### config.mk
export PLATFORM = sky130hd
export DESIGN_NAME = hfreq_store
export DESIGN_NICKNAME = d
export VERILOG_FILES = /design/src/rtl/hfs_pkg.sv /design/src/rtl/hfs_period_timer.sv /design/src/rtl/hfs_slot_bank.sv /design/src/rtl/hfs_hold_latch.sv /design/src/rtl/hfreq_store.sv
export SDC_FILE = /design/constraint.sdc
export NUM_CORES = 1
export LEC_CHECK = 0
export ABC_AREA = 1
export BUFFER_PORTS_ARGS = -buffer_cell sky130_fd_sc_hd__buf_2
export CAP_MARGIN = 20
export CORE_MARGIN = 8
export CORE_UTILIZATION = 35
export CTS_BUF_LIST = sky130_fd_sc_hd__clkbuf_16
export CTS_CLUSTER_DIAMETER = 40
export DETAILED_ROUTE_END_ITERATION = 6
export HOLD_SLACK_MARGIN = 0.08
export PLACE_DENSITY = 0.54
export SLEW_MARGIN = 0
export SYNTH_ARGS = -nofsm -noshare
export SYNTH_HDL_FRONTEND = slang
export SYNTH_SLANG_ARGS = --single-unit
### constraint.sdc
create_clock -name clk -period 4.34 [get_ports clk]
set_clock_uncertainty 0.15 [all_clocks]
set_input_delay 0.217 -clock clk [delete_from_list [all_inputs] [get_ports clk]]
set_output_delay 0.217 -clock clk [all_outputs]
set_load 0.05 [all_outputs]
### src/rtl/hfs_pkg.sv
package hfs_pkg;

    // Number of storage slots; the ping-pong scheme relies on exactly two.
    localparam int unsigned SLOT_COUNT = 2;

    typedef logic slot_sel_t;

    typedef enum logic {
        TRACKING = 1'b0,
        FROZEN   = 1'b1
    } hold_state_e;

    // Per-cycle control decisions made at the top level.
    typedef struct packed {
        logic strobe;   // storage period elapsed
        logic write;    // store freq_in into the pointed slot
        logic enter;    // start holdover
        logic leave;    // end holdover
    } hfs_ctrl_t;

    function automatic slot_sel_t next_slot(input slot_sel_t cur);
        return ~cur;
    endfunction

    // The slot due for the next write is the one written longest ago.
    function automatic slot_sel_t oldest_slot(input slot_sel_t wr_ptr);
        return wr_ptr;
    endfunction

endpackage

### src/rtl/hfs_period_timer.sv
module hfs_period_timer #(
    parameter int unsigned PERIOD_CYCLES = 26000
) (
    input  logic clk,
    input  logic rst,
    input  logic base_tick,
    output logic strobe
);
    localparam int unsigned CNT_W = (PERIOD_CYCLES > 1) ? $clog2(PERIOD_CYCLES) : 1;
    localparam logic [CNT_W-1:0] LAST = CNT_W'(PERIOD_CYCLES - 1);

    logic [CNT_W-1:0] cnt_q;

    assign strobe = base_tick && (cnt_q == LAST);

    always_ff @(posedge clk) begin
        if (rst) begin
            cnt_q <= '0;
        end else if (base_tick) begin
            cnt_q <= (cnt_q == LAST) ? '0 : cnt_q + CNT_W'(1);
        end
    end

endmodule

### src/rtl/hfs_slot_bank.sv
module hfs_slot_bank
    import hfs_pkg::*;
#(
    parameter int unsigned FREQ_W = 32
) (
    input  logic              clk,
    input  logic              rst,
    input  logic              wr_en,
    input  logic [FREQ_W-1:0] wr_data,
    output slot_sel_t         wr_ptr,
    output logic [FREQ_W-1:0] old_word,
    output logic              old_filled
);
    slot_sel_t         ptr_q;
    logic [FREQ_W-1:0] word_arr   [SLOT_COUNT];
    logic              filled_arr [SLOT_COUNT];

    for (genvar g = 0; g < SLOT_COUNT; g++) begin : g_slot
        logic [FREQ_W-1:0] word_r;
        logic              filled_r;

        always_ff @(posedge clk) begin
            if (rst) begin
                word_r   <= '0;
                filled_r <= 1'b0;
            end else if (wr_en && (ptr_q == slot_sel_t'(g))) begin
                word_r   <= wr_data;
                filled_r <= 1'b1;
            end
        end

        assign word_arr[g]   = word_r;
        assign filled_arr[g] = filled_r;
    end

    always_ff @(posedge clk) begin
        if (rst) begin
            ptr_q <= slot_sel_t'(0);
        end else if (wr_en) begin
            ptr_q <= next_slot(ptr_q);
        end
    end

    assign wr_ptr     = ptr_q;
    assign old_word   = word_arr[oldest_slot(ptr_q)];
    assign old_filled = filled_arr[oldest_slot(ptr_q)];

endmodule

### src/rtl/hfs_hold_latch.sv
module hfs_hold_latch
    import hfs_pkg::*;
#(
    parameter int unsigned FREQ_W = 32
) (
    input  logic              clk,
    input  logic              rst,
    input  logic              enter,
    input  logic              leave,
    input  logic [FREQ_W-1:0] cand_word,
    input  logic              cand_filled,
    output logic              hold_active,
    output logic [FREQ_W-1:0] hold_word,
    output logic              hold_valid
);
    hold_state_e       state_q;
    logic [FREQ_W-1:0] word_q;
    logic              valid_q;

    always_ff @(posedge clk) begin
        if (rst) begin
            state_q <= TRACKING;
            word_q  <= '0;
            valid_q <= 1'b0;
        end else if (enter) begin
            state_q <= FROZEN;
            word_q  <= cand_word;
            valid_q <= cand_filled;
        end else if (leave) begin
            state_q <= TRACKING;
            valid_q <= 1'b0;
        end
    end

    assign hold_active = (state_q == FROZEN);
    assign hold_word   = word_q;
    assign hold_valid  = valid_q;

endmodule

### src/rtl/hfreq_store.sv
module hfreq_store
    import hfs_pkg::*;
#(
    parameter int unsigned FREQ_W        = 32,
    parameter int unsigned PERIOD_CYCLES = 26000
) (
    input  logic              clk,
    input  logic              rst,
    input  logic              base_tick,
    input  logic [FREQ_W-1:0] freq_in,
    input  logic              locked,
    input  logic              normal_mode,
    input  logic              holdover_req,
    output logic [FREQ_W-1:0] hold_word,
    output logic              hold_valid
);
    hfs_ctrl_t         ctrl;
    logic              period_strobe;
    logic              slot_wr_en;
    slot_sel_t         wr_ptr;
    logic              hold_active;
    logic [FREQ_W-1:0] old_word;
    logic              old_filled;

    hfs_period_timer #(
        .PERIOD_CYCLES(PERIOD_CYCLES)
    ) u_timer (
        .clk      (clk),
        .rst      (rst),
        .base_tick(base_tick),
        .strobe   (period_strobe)
    );

    always_comb begin
        ctrl.strobe = period_strobe;
        ctrl.write  = period_strobe && locked && normal_mode && !hold_active && !holdover_req;
        ctrl.enter  = holdover_req && !hold_active;
        ctrl.leave  = hold_active && normal_mode && !holdover_req;
    end

    assign slot_wr_en = ctrl.write;

    hfs_slot_bank #(
        .FREQ_W(FREQ_W)
    ) u_bank (
        .clk       (clk),
        .rst       (rst),
        .wr_en     (slot_wr_en),
        .wr_data   (freq_in),
        .wr_ptr    (wr_ptr),
        .old_word  (old_word),
        .old_filled(old_filled)
    );

    hfs_hold_latch #(
        .FREQ_W(FREQ_W)
    ) u_hold (
        .clk        (clk),
        .rst        (rst),
        .enter      (ctrl.enter),
        .leave      (ctrl.leave),
        .cand_word  (old_word),
        .cand_filled(old_filled),
        .hold_active(hold_active),
        .hold_word  (hold_word),
        .hold_valid (hold_valid)
    );

endmodule

==> out/summary.txt <==
Post-synthesis async set-or-reset flop share = 0%
Top-area cell type share of the netlist area = 47.9%
Post-synth top flop = dfxtp_1
Footprint of the multi-input gates = 0.00206 mm2
Sequential cell area = 0.00232 mm2
Cell depth of the worst setup path = 9
IO buf count = 70
Horiz. Die Dim = 134 um
Layout cells sized above 1 = 13.5%
Initial DRC Count = 304
CP Data Arrival Time = 2.88 ns
DRT Wirelength = 12700 um
Number of antenna diodes = 0
Number of fill cells = 1394
Leakage = 3.05 nW
Outcome = finished, final reports clean
# rows = 43
CTS Buffer Depth = 2
Area Overhead vs Synth = 30.6%
CP most frequent cell = nand2_1
Fin Setup TNS = 0 ns
Remaining antenna violation count = 0
Most frequent cells after synthesis = nand2_1 (188), nor2_1 (161), dfxtp_1 (116)
Maximum fanout along the worst path = 50
Crit path largest cell delay = 0.67 ns
Worst-Margin Slew = 0.732 ns
Leading area contributor after synthesis = dfxtp_1
Largest net degree at the start of global routing = 76
R2R cell count = 8
Root buf cell = clkbuf_16
Final setup vio count = 0
Die height = 134 um
Resized Gates After CTS = 0
Setup bufs post-CTS = 0
EDFF count, synth = 0
NumNets Final = 853
First-pass GRT wire length = 21700 um
Die area = 0.0179 mm2
Seq/Total Area, Yosys = 47.9%
HPWL after DPL = 7720 um
Clock transition at path regs = 0.05 ns
Final Hold Vio Count = 0
Worst path slowest cell = nand4_1
Finished Cell Area = 0.00633 mm2
Top delay family on crit path = simple AND/OR/NAND/NOR gates
Pwr Total = 0.00276 W
Worst vdd ir = 0.000278 V
Worst hold stages = 5
Total number of vias = 4541
Crit path kind = in2reg
Gate Count Post-Synth = 719
Post-DP Area = 0.00532 mm2
Starting Density = 35.3%
Syn Std Cell Area = 0.00484 mm2
Min cycle time layout = 2.69 ns
Synth unique cells = 23
Area of the core = 0.0137 mm2
Number of remaining DRC errors = 0
Setup repair after global routing missed its margin = no
Drt pass-1 iters = 4
Tcrit/Tclk final = 62.0%
Syn_nets = 758
Vias/cell = 4.51
Number of global-route vias before repair = 4456
Max-cap viol count = 0
IO Pins = 71
Fmax = 372 MHz
Final Wtd Congestion = 0.777
DR WL/cell = 12.6 um
Count leader, synth = nand2_1
Syn Area/Cell = 6.74 um2
Slew Limit Fails = 0
Max_slew headroom = 51.2%
Yosys reg bits = 116
CTS tree = done
CP Buf/Inv Count = 3
CP Launch Type = input pin
Cells along the critical path = dlygate4sd3_1 > buf_2 > nand2_1 > nor3_1 > nand4_1 > buf_4 > nand2_1 > nand2_1 > nor2_1
Warnings, synthesis = 0
Crit. End Element = register
Tot GR Track Use = 15.0%
Largest cells by area after synthesis = dfxtp_1 (48%), nand2_1 (15%), nor2_1 (12%)
Clk sinks = 116
Initial antenna violation count = 0
Worst min path class = in2reg
Num CTS Buffers = 17
H-Tree Depth = 4
Worst-skew pair later-pin latency = 0.41 ns
PwrDens = 436 mW/mm2
Grt ovf = 0
Req. time, crit path = 4.53 ns
-- power by group --
group          switching (W)  internal (W)
Clock               0.000491      0.000953
Combinational       0.000143     0.0000694
Sequential         0.0000138       0.00109
-- layer usage --
metal / GRT usage [%] / routed length [um] / vias to the layer above
met5: 0 / 0 / -
met3: 4.48 / 609 / 4
met1: 18.6 / 5930 / 2044
li1: - / - / 2403
met4: 6.18 / 86 / 0
met2: 23.8 / 6030 / 90
-- path summary, 6_finish.rpt --
check,startpoint,to,slack [ns]
setup / recovery,normal_mode,u_bank.g_slot[0].word_r[22]$_SDFFE_PP0P_,1.65
hold / removal,locked,u_bank.wr_ptr$_SDFFE_PP0P_,0.1
setup reg to reg,u_timer.cnt_q[0]$_SDFFE_PP0P_,u_bank.g_slot[0].word_r[22]$_SDFFE_PP0P_,1.73
hold reg to reg,u_bank.g_slot[0].filled_r$_SDFFE_PP0P_,u_bank.g_slot[0].filled_r$_SDFFE_PP0P_,0.29
-- state kept, by name, summed over array words and instances (netlist names) --
| signal | cells |
|---|---|
| u_bank.g_slot.filled_r | 2 |
| u_bank.g_slot.word_r | 64 |
| u_bank.wr_ptr | 1 |
| u_hold.hold_active | 1 |
| u_hold.hold_valid | 1 |
| u_hold.hold_word | 32 |
| u_timer.cnt_q | 15 |
-- area by class of cell --
cell class / count / share of cell area [%]
Timing Repair Buffer: 114 / 12.9
Sequential cell: 116 / 36.7
Inverter: 77 / 4.57
Clock buffer: 17 / 6.72
Tap cell: 180 / 3.56
Clock inverter: 15 / 2.95
Multi-Input combinational cell: 488 / 32.6
-- cell usage in the layout, fill, tap and decap left out, types with 5 or more instances in the layout --
cell type	count
buf_4	5
dfxtp_1	116
o21ai_0	34
dlygate4sd3_1	37
nor2_1	160
buf_2	70
nor3b_1	5
a21oi_1	73
clkbuf_16	17
nand3_1	12
nand2_1	188
inv_1	73
clkinv_1	5
-- through the flow --
step / worst slack (ns) / hold WS [ns] / util [%] / std cells
after floorplan: 2.70 / 0.136 / - / 719
after global placement: 1.67 / 0.286 / 38.5 / 936
after detailed placement: 1.69 / 0.289 / 38.8 / 937
after CTS: 1.60 / 0.0841 / 45.9 / 1006
after global routing: 1.31 / 0.136 / 46.1 / 1007
final: 1.65 / 0.0990 / 46.1 / 1007
-- worst register-to-register path, cell delays in order, from the launching register on --
cell,delay (ns)
dfxtp_1,0.37
ha_1,0.23
nand3_1,0.10
nor2_2,0.22
nand4_1,0.60
buf_4,0.56
nand2_1,0.14
nand2_1,0.05
nor2_1,0.11
-- repair_timing --
item | in CTS | in global routing
hold endpoints to repair | 73 | 0
endpoints found under the setup margin | 0 | 0
hold buffers | 37 | 0
-- cell families (layout without fill, tap and decap cells) --
kind of cell,count (synthesis),after routing,synth area share [%]
buffers and inverters,115,223,9.68
and+or+nand+nor,377,377,30.5
adders and majority gates,1,1,0.258
AOI/OAI and AO/OA,108,108,11.2
muxes,1,1,0.207
DFF,116,116,47.9
xor gates and xnor gates,1,1,0.181
(Power assumes the default switching activity.)
